[src/rtl/rstseq_pkg.sv]
package rstseq_pkg;
  typedef enum logic [2:0] {
    ST_IDLE      = 3'd0,
    ST_WAIT_CLK  = 3'd1,
    ST_WAIT_DONE = 3'd2,
    ST_RUN_DELAY = 3'd3,
    ST_RUN       = 3'd4
  } seq_state_t;

  localparam logic [1:0] WAKE_COLD = 2'b00;
  localparam logic [1:0] WAKE_WARM = 2'b01;
  localparam logic [1:0] WAKE_RET  = 2'b10;
endpackage

[src/rtl/rstseq_sync.sv]
module rstseq_sync #(
  parameter int STAGES = 2
) (
  input  logic clk,
  input  logic rst,
  input  logic d,
  output logic q
);
  logic [STAGES-1:0] sh;

  always_ff @(posedge clk) begin
    if (rst) sh <= '0;
    else     sh <= {sh[STAGES-2:0], d};
  end

  assign q = sh[STAGES-1];
endmodule

[src/rtl/rstseq_delay.sv]
module rstseq_delay #(
  parameter int DLY = 32,
  localparam int W = $clog2(DLY + 1)
) (
  input  logic clk,
  input  logic rst,
  input  logic clr,
  input  logic en,
  output logic hit
);
  logic [W-1:0] cnt;

  assign hit = (cnt == W'(DLY - 1));

  always_ff @(posedge clk) begin
    if (rst || clr)     cnt <= '0;
    else if (en && !hit) cnt <= cnt + 1'b1;
  end
endmodule

[src/rtl/rstseq_fsm.sv]
module rstseq_fsm
  import rstseq_pkg::*;
(
  input  logic       clk,
  input  logic       rst,
  input  logic       warm_req,
  input  logic       clk_ok,
  input  logic       sub_done,
  input  logic [1:0] wake_kind,
  input  logic       dly_hit,
  output logic       dly_clr,
  output logic       dly_en,
  output logic       restart,
  output logic       rel_pwron,
  output logic       intc_rst,
  output logic       pwron_rst,
  output logic       cpu_rst,
  output logic       l2_dis
);
  seq_state_t state;
  logic       keep_l2;
  logic       warm_pend;

  assign restart   = rst | warm_req;
  assign rel_pwron = (state == ST_WAIT_CLK) && clk_ok && !restart;
  assign dly_clr   = (state == ST_WAIT_DONE) && sub_done;
  assign dly_en    = (state == ST_RUN_DELAY);

  always_ff @(posedge clk) begin
    if (restart) begin
      state     <= ST_IDLE;
      intc_rst  <= 1'b1;
      pwron_rst <= 1'b1;
      cpu_rst   <= 1'b1;
      l2_dis    <= 1'b1;
      keep_l2   <= 1'b0;
      warm_pend <= warm_req;
    end else begin
      case (state)
        ST_IDLE: begin
          intc_rst  <= 1'b0;
          keep_l2   <= (wake_kind == WAKE_RET) && !warm_pend;
          warm_pend <= 1'b0;
          state     <= ST_WAIT_CLK;
        end
        ST_WAIT_CLK: begin
          if (clk_ok) begin
            pwron_rst <= 1'b0;
            state     <= ST_WAIT_DONE;
          end
        end
        ST_WAIT_DONE: begin
          if (sub_done) begin
            cpu_rst <= 1'b0;
            state   <= ST_RUN_DELAY;
          end
        end
        ST_RUN_DELAY: begin
          if (dly_hit) begin
            l2_dis <= keep_l2;
            state  <= ST_RUN;
          end
        end
        ST_RUN: state <= ST_RUN;
        default: state <= ST_IDLE;
      endcase
    end
  end
endmodule

[src/rtl/cpu_reset_sequencer.sv]
module cpu_reset_sequencer #(
  parameter int NUM_MA      = 3,
  parameter int SYNC_STAGES = 2,
  parameter int L2_DELAY    = 32
) (
  input  logic              clk,
  input  logic              rst,
  input  logic              warm_req_i,
  input  logic              pll_ok_i,
  input  logic              rst_done_i,
  input  logic [1:0]        wake_kind_i,
  output logic              intc_rst_o,
  output logic              pwron_rst_o,
  output logic [NUM_MA-1:0] ma_rst_o,
  output logic              cpu_rst_o,
  output logic              l2_rst_dis_o
);
  logic clk_ok_s, done_s, done_sync_rst;
  logic dly_hit, dly_clr, dly_en, restart, rel_pwron;

  assign done_sync_rst = rst | warm_req_i;

  rstseq_sync #(.STAGES(SYNC_STAGES)) u_pll_sync (
    .clk(clk), .rst(rst), .d(pll_ok_i), .q(clk_ok_s)
  );

  rstseq_sync #(.STAGES(SYNC_STAGES)) u_done_sync (
    .clk(clk), .rst(done_sync_rst), .d(rst_done_i), .q(done_s)
  );

  rstseq_delay #(.DLY(L2_DELAY)) u_delay (
    .clk(clk), .rst(rst), .clr(dly_clr), .en(dly_en), .hit(dly_hit)
  );

  rstseq_fsm u_fsm (
    .clk(clk), .rst(rst), .warm_req(warm_req_i), .clk_ok(clk_ok_s),
    .sub_done(done_s), .wake_kind(wake_kind_i), .dly_hit(dly_hit),
    .dly_clr(dly_clr), .dly_en(dly_en), .restart(restart),
    .rel_pwron(rel_pwron), .intc_rst(intc_rst_o), .pwron_rst(pwron_rst_o),
    .cpu_rst(cpu_rst_o), .l2_dis(l2_rst_dis_o)
  );

  for (genvar i = 0; i < NUM_MA; i++) begin : g_ma
    always_ff @(posedge clk) begin
      if (restart)        ma_rst_o[i] <= 1'b1;
      else if (rel_pwron) ma_rst_o[i] <= 1'b0;
    end
  end
endmodule

[config.mk]
export PLATFORM = sky130hd
export DESIGN_NAME = cpu_reset_sequencer
export DESIGN_NICKNAME = d
export VERILOG_FILES = /design/src/rtl/rstseq_pkg.sv /design/src/rtl/rstseq_sync.sv /design/src/rtl/rstseq_delay.sv /design/src/rtl/rstseq_fsm.sv /design/src/rtl/cpu_reset_sequencer.sv
export SDC_FILE = /design/constraint.sdc
export NUM_CORES = 1
export LEC_CHECK = 0
export BUFFER_PORTS_ARGS = -buffer_cell sky130_fd_sc_hd__buf_2
export CORE_UTILIZATION = 46
export DETAILED_ROUTE_END_ITERATION = 10
export GPL_TIMING_DRIVEN = 0
export PLACE_DENSITY = 0.77
export SLEW_MARGIN = 5
export SYNTH_ARGS = -nofsm -noshare
export SYNTH_HDL_FRONTEND = slang
export SYNTH_SLANG_ARGS = --single-unit
[constraint.sdc]
create_clock -name clk -period 1.85 [get_ports clk]
set_input_delay 0.2775 -clock clk [delete_from_list [all_inputs] [get_ports clk]]
set_output_delay 0.2775 -clock clk [all_outputs]
set_load 0.01 [all_outputs]
==> results.tsv, run 1 <==
stage	metric	value	unit
route	Routed met1 length	739	µm
route	met2 routed wirelength	696	µm
sta	Worst Skew	0.00636	ns
floorplan	num ports	14	
global_routing	Overflow after GRT	0	
global_routing	largest net degree at the start of global routing	13	
layout	layout cells sized above 1	25.7	%
sta	RSZ-0062 raised after global routing	false	
sta	Slew HR	76.5	%
floorplan	Die W	46.4	µm
global_routing	first-pass GRT wire length	2310	µm
sta	Tmin final	1.50	ns
worst_setup_path	crit path launch type	flop	
worst_setup_path	FF-to-FF path depth	5	
synthesis	EDFF count, synth	1	
flow_run	Max Cap Violations	0	
floorplan	die area	2160	µm²
worst_setup_path	worst r2r src	u_fsm.state[0]	
cts	post-cts sizing count	0	
global_routing	vias in the first global route	539	
placement	placed cell count	134	
route	Remaining DRCs	0	
synthesis	Post-Syn Area per Cell	9.46	µm²
layout	fin nets	122	
power	leak pwr	0.406	nW
power	Peak VDD IR	0.579	mV
sta	Max Freq	0.667	GHz
global_routing	initial antenna violation count	0	
power	PD cells	792	nW/µm²
cts	Worst-Skew Late Latency	0.30	ns
placement	placer congestion estimate	0.712	
route	WL final	1520	µm
worst_setup_path	reg2reg end	u_delay.cnt[3]	
synthesis	Primary FF master, synth	dfxtp_1	
worst_setup_path	data required time at the worst endpoint	2.09	ns
cts	CTS Buf Count	3	
worst_hold_path	Hold Path Class	input pin to flop	
cts	CTS tree	built	
layout	Post-Layout Cell Count	138	
layout	n_diodes	0	
sta	max-slew violations	0	
synthesis	Synth area leader	dfxtp_1	
worst_setup_path	crit path launch	u_fsm.state[0]	
cts	clk root buf	clkbuf_4	
synthesis	largest cells by area after synthesis	dfxtp_1, mux2i_1, nand3b_1	
synthesis	top cells by count, synth	dfxtp_1, nand2_1, nand3b_1, nor2_1	
sta	period utilisation layout	81.1	%
synthesis	Seq/Total Area, Yosys	45.2	%
worst_setup_path	Crit. End Element	flop	
synthesis	Post-Syn Area	908	µm²
sta	Final Hold Viols	0	
worst_setup_path	Worst Path Max Fanout	10	
worst_setup_path	critical path class	flop to flop	
synthesis	most frequent cell after synthesis	dfxtp_1	
synthesis	Syn. warnings	0	
cts	maximum clock path buffer count	2	
route	Final ANT Viol Nets	0	
route	Vias/cell	5.12	
worst_hold_path	Hold Path Origin	rst_done_i	
route	routed wl met3	67	µm
layout	utilization after layout	59.3	%
synthesis	Post-Synthesis Cells	96	
sta	worst-margin pin slew	0.352	ns
sta	setup TNS	0	ns
sta	# setup viols final	0	
route	Highest Signal Layer	met4	
route	Wirelength per Cell	11.0	µm
worst_setup_path	Worst Setup EP	u_delay.cnt[3]	
status	status	complete, no violations	
cts	clk slew on worst S/H paths	0.11	ns
placement	I/O Buffers	13	
synthesis	Synth async-reset ratio	0	%
cts	H-tree depth	1	
worst_setup_path	arrival time worst endpoint	1.74	ns
route	first drt pass iteration count	4	
cts	post-CTS setup buffer count	0	
worst_setup_path	FF-to-FF setup slack	0.35	ns
synthesis	Synth Net Count	104	
layout	Layout area overhead	16.4	%
cts	# clock sinks	20	
floorplan	Die Ht	46.4	µm
floorplan	row count	15	
route	First DRT Iteration DRCs	13	
synthesis	Synth cell types	35	
cts	hold buffers post-CTS	0	
global_routing	GRT Util Overall	15.4	%
synthesis	synthesized flop and latch total	20	
layout	fillers	165	
floorplan	initial cell density of the core	50.9	%
placement	dpl hpwl	1130	µm
synthesis	top cell type's share of synthesized area	41.9	%
route	via count	707	
floorplan	Core ar.	1780	µm²
[where the power goes]
part	leakage (nW)	total [W]	internal, W	switching (W)
clock network	0.0279	0.000350	0.000219	0.000131
logic	0.213	0.0000425	0.0000219	0.0000205
registers	0.165	0.000445	0.000442	0.00000272
[layout by cell type, fill, tap and decap left out, types with 2 or more instances in the layout]
master	instances
a211oi_1	2
a21o_1	2
a21oi_1	5
and2_1	2
and3_1	2
buf_2	15
buf_4	2
clkbuf_1	3
clkbuf_4	3
dfxtp_1	19
mux2i_1	5
nand2_1	8
nand2b_1	2
nand3_1	4
nand3b_1	6
nand4_1	2
nor2_1	6
nor2b_1	3
nor3_1	2
or3b_2	3
[registers in the layout (all words and copies together) (netlist names)]
signal / cells
ma_rst_o: 1
u_delay.cnt: 6
u_fsm.keep_l2: 1
u_fsm.cpu_rst: 1
u_pll_sync.sh: 2
u_fsm.l2_dis: 1
u_fsm.intc_rst: 1
u_done_sync.sh: 2
u_fsm.warm_pend: 1
u_fsm.state: 3
u_fsm.pwron_rst: 1
[logic make-up after synthesis]
| family | Yosys count | share of synthesized area (%) |
|---|---|---|
| buf+inv | 9 | 5.65 |
| mux | 5 | 5.51 |
| flops | 20 | 45.2 |
| simple gates | 48 | 32.6 |
| fa+ha+maj | 1 | 1.38 |
| compound gates | 13 | 9.64 |
[stage by stage]
| stage | worst slack [ns] | power [W] | hold WS (ns) | instance area (µm²) |
|---|---|---|---|---|
| after floorplan | 0.419 | 0.000483 | 0.399 | 908 |
| after global placement | 0.396 | 0.000496 | 0.409 | 1000 |
| after detailed placement | 0.378 | 0.000498 | 0.424 | 1000 |
| after CTS | 0.350 | 0.000848 | 0.167 | 1060 |
| after global routing | 0.223 | 0.000862 | 0.160 | 1060 |
| final | 0.350 | 0.000837 | 0.172 | 1060 |
[worst min path at each step]
stage | endpoint | slack [ns] | depth (start not counted)
2_1_floorplan | u_done_sync.sh[0] | 0.40 | 1
3_3_place_gp | u_done_sync.sh[1] | 0.41 | 1
3_5_place_dp | u_pll_sync.sh[1] | 0.42 | 1
4_1_cts | u_done_sync.sh[0] | 0.17 | 2
5_1_grt | u_done_sync.sh[0] | 0.16 | 2
6_report | u_done_sync.sh[0] | 0.17 | 2
[metal layers]
layer | vias to the layer above | track usage (%)
met3 | 2 | 5.88
met5 | - | 0
li1 | 375 | -
met1 | 316 | 19.9
met4 | 0 | 3.53
met2 | 14 | 24.2
[final cells by class]
class | count | area (µm²) | area share (%)
multi-input combinational | 67 | 447 | 42.2
sequential | 20 | 410 | 38.8
timing repair buffer | 13 | 65.1 | 6.15
buffer | 8 | 47.5 | 4.50
tap | 25 | 31.3 | 2.96
clock inverter | 1 | 30.0 | 2.84
clock buffer | 3 | 22.5 | 2.13
inverter | 1 | 3.75 | 0.355
[critical path, cell delays in order (launching register included)]
cell and delay, ns:
dfxtp_1 0.32, buf_2 0.18, nand4bb_1 0.15, buf_2 0.21, or3b_2 0.46, mux2i_1 0.13
(Power assumes the default switching activity.)
==> run 2, diff against run 1 <==
clock period = 1.4 ns   (was 1.85 ns; I/O delays follow)
==> run 2 against run 1 <==
  * The flow now finishes with violations (setup timing)
  * Highest routed layer unchanged
  * Register-to-register slack got worse by 0.39 ns
  * Worst hold slack lost 0.070 ns
  * Sequential share of layout area fell by 1.7 points
  * Sequential cell count unchanged
  * Combinational power increased by 45%
  * Die area did not move
  * Critical path depth fell by 2
  * Total power rose by 33%
  * Cell area grew 7.2%
  * Cell count rose by 2.9%
  * Fmax rose by 4.0%
==> results.tsv, run 2 (same netlist as run 1, synthesis figures left out) <==
stage	metric	value	unit	change
route	via count	737		+4.2%
global_routing	most used routing layer	met2		
global_routing	initial antenna violation count	0		unchanged
placement	placed cell count	134		unchanged
worst_setup_path	Worst Path Max Fanout	6		-4
layout	Largest regs	u_delay.cnt (6), u_fsm.state (3)		
power	Peak VDD IR	0.620	mV	+7.1%
sta	Final Hold Viols	0		unchanged
route	First DRT Iteration DRCs	9		-4
route	Remaining DRCs	0		unchanged
sta	worst-margin pin slew	0.325	ns	-0.0272 ns
floorplan	num ports	14		unchanged
route	Vias/cell	5.19		+1.3%
placement	dpl hpwl	1110	µm	-1.1%
sta	Max Freq	0.693	GHz	+4.0%
sta	final setup margin	-0.0426	ns	-0.393 ns
sta	# setup viols final	1		+1
power	PnR Total Power	0.00112	W	+33%
route	Final ANT Viol Nets	0		unchanged
worst_setup_path	data required time at the worst endpoint	1.64	ns	-0.45 ns
floorplan	Core ar.	1780	µm²	unchanged
global_routing	first-pass GRT wire length	2520	µm	+9.0%
cts	maximum clock path buffer count	2		unchanged
layout	most frequent cells in the layout	dfxtp_1, buf_2, nand2_1, buf_4		
worst_hold_path	Hold Path Class	input pin to flop		
cts	clk root buf	clkbuf_4		
placement	I/O Buffers	13		unchanged
route	WL final	1700	µm	+12%
route	Wirelength per Cell	12.0	µm	+9.2%
floorplan	initial cell density of the core	50.9	%	unchanged
sta	max-slew violations	0		unchanged
sta	RSZ-0062 raised after global routing	true		
cts	CTS tree	built		
layout	utilization after layout	63.6	%	+4.3 points
layout	max reg flops	6		unchanged
sta	Tmin final	1.44	ns	-0.0571 ns
layout	layout cells sized above 1	37.6	%	+12 points
sta	worst hold slack	0.102	ns	-0.0702 ns
worst_setup_path	Crit. End Element	flop		
route	first drt pass iteration count	3		-1
global_routing	vias in the first global route	560		+3.9%
layout	Post-Layout Cell Count	142		+2.9%
floorplan	row count	15		unchanged
global_routing	met2 usage	25.3	%	+1.1 points
layout	Sequential Area	420	µm²	+2.4%
layout	most common cell after layout, fill and taps aside	dfxtp_1		
global_routing	largest net degree at the start of global routing	13		unchanged
floorplan	Die Ht	46.4	µm	unchanged
power	leak pwr	0.429	nW	+5.8%
cts	CTS Buf Count	3		unchanged
global_routing	GRT Util Overall	16.6	%	+1.2 points
sta	Slew HR	78.2	%	+1.7 points
status	violated checks	setup timing		
floorplan	Die W	46.4	µm	unchanged
global_routing	Overflow after GRT	0		unchanged
sta	Worst Skew	0.00378	ns	-0.00258 ns
cts	# clock sinks	20		unchanged
floorplan	die area	2160	µm²	unchanged
worst_setup_path	arrival time worst endpoint	1.68	ns	-0.06 ns
power	PD cells	985	nW/µm²	+24%
cts	clk slew on worst S/H paths	0.12	ns	about the same
layout	Most flops, register	u_delay.cnt		
global_routing	GRT met3 Usage	3.53	%	-2.4 points
placement	placer congestion estimate	0.724		+1.7%
sta	period utilisation layout	103	%	+22 points
global_routing	grt met1 use	22.3	%	+2.5 points
layout	fillers	143		-13%
layout	Layout area overhead	24.8	%	
layout	Multi-input gate area	478	µm²	+7.0%
layout	n_diodes	0		unchanged
worst_setup_path	critical path class	flop to flop		
layout	fin nets	126		+3.3%
flow_run	Max Cap Violations	0		unchanged
cts	H-tree depth	1		unchanged
status	status	finished, violations left		
worst_setup_path	crit path launch type	flop		
cts	Worst-Skew Late Latency	0.30	ns	about the same
run 2: cell types whose count changed in the layout (fill, tap and decap cells not counted), moves of 2 or more:
cell,change
a21oi_1,-2
buf_2,-2
dfxtp_4,+2
a211oi_2,+2
dfxtp_1,-4
buf_4,+6
a21oi_2,+2
a211oi_1,-2
dfxtp_2,+2
run 2: where the power goes:
| part | switching, W | internal, W |
|---|---|---|
| Combinational | 0.0000269 | 0.0000349 |
| Clock | 0.000179 | 0.000289 |
| Sequential | 0.00000589 | 0.000582 |
run 2: layout make-up:
class                           instances  area share [%]
Buffer                                  6            3.31
Clock buffer                            3            1.99
Clock inverter                          1            2.65
Inverter                                1           0.331
Multi-Input combinational cell         67            42.2
Sequential cell                        20            37.1
Tap cell                               25            2.76
Timing Repair Buffer                   19            9.71
run 2: path summary, 6_finish.rpt:
path	slack (ns)	start	to	cells past startpoint
worst max register to register	-0.04	u_fsm.state[0]	u_fsm.keep_l2	3
worst min register to register	0.44	u_done_sync.sh[0]	u_done_sync.sh[1]	1
worst min-delay path	0.10	rst_done_i	u_done_sync.sh[0]	2
worst max-delay path	-0.04	u_fsm.state[0]	u_fsm.keep_l2	3
run 2: metal layers:
metal  routed length, µm  part of all wire (%)
met5                   0                     0
met3                  37                   2.2
met4                  21                   1.2
met1                 815                    48
met2                 830                    49
run 2: worst max-delay path, cell delays in order, from the launching register on:
cell and delay (ns):
dfxtp_4 0.38, or3_4 0.39, or4b_4 0.49, a21oi_2 0.13
run 2: repair_timing:
action,in CTS,in global routing
hold buffers,0,0
resized for setup,8,8
gates cloned,0,0
buffers inserted,3,3
endpoints found under the setup margin,7,8
pin swaps,3,3
run 2: stage by stage:
step	setup TNS (ns)	area [µm²]	worst slack (ns)
finish	-0.0426	1130	-0.0426
global route	-0.0524	1130	-0.0511
CTS	-0.0885	1080	-0.0847
detailed placement	-0.300	1000	-0.0737
global placement	-0.149	1000	-0.0443
floorplan	-0.0142	908	-0.0142
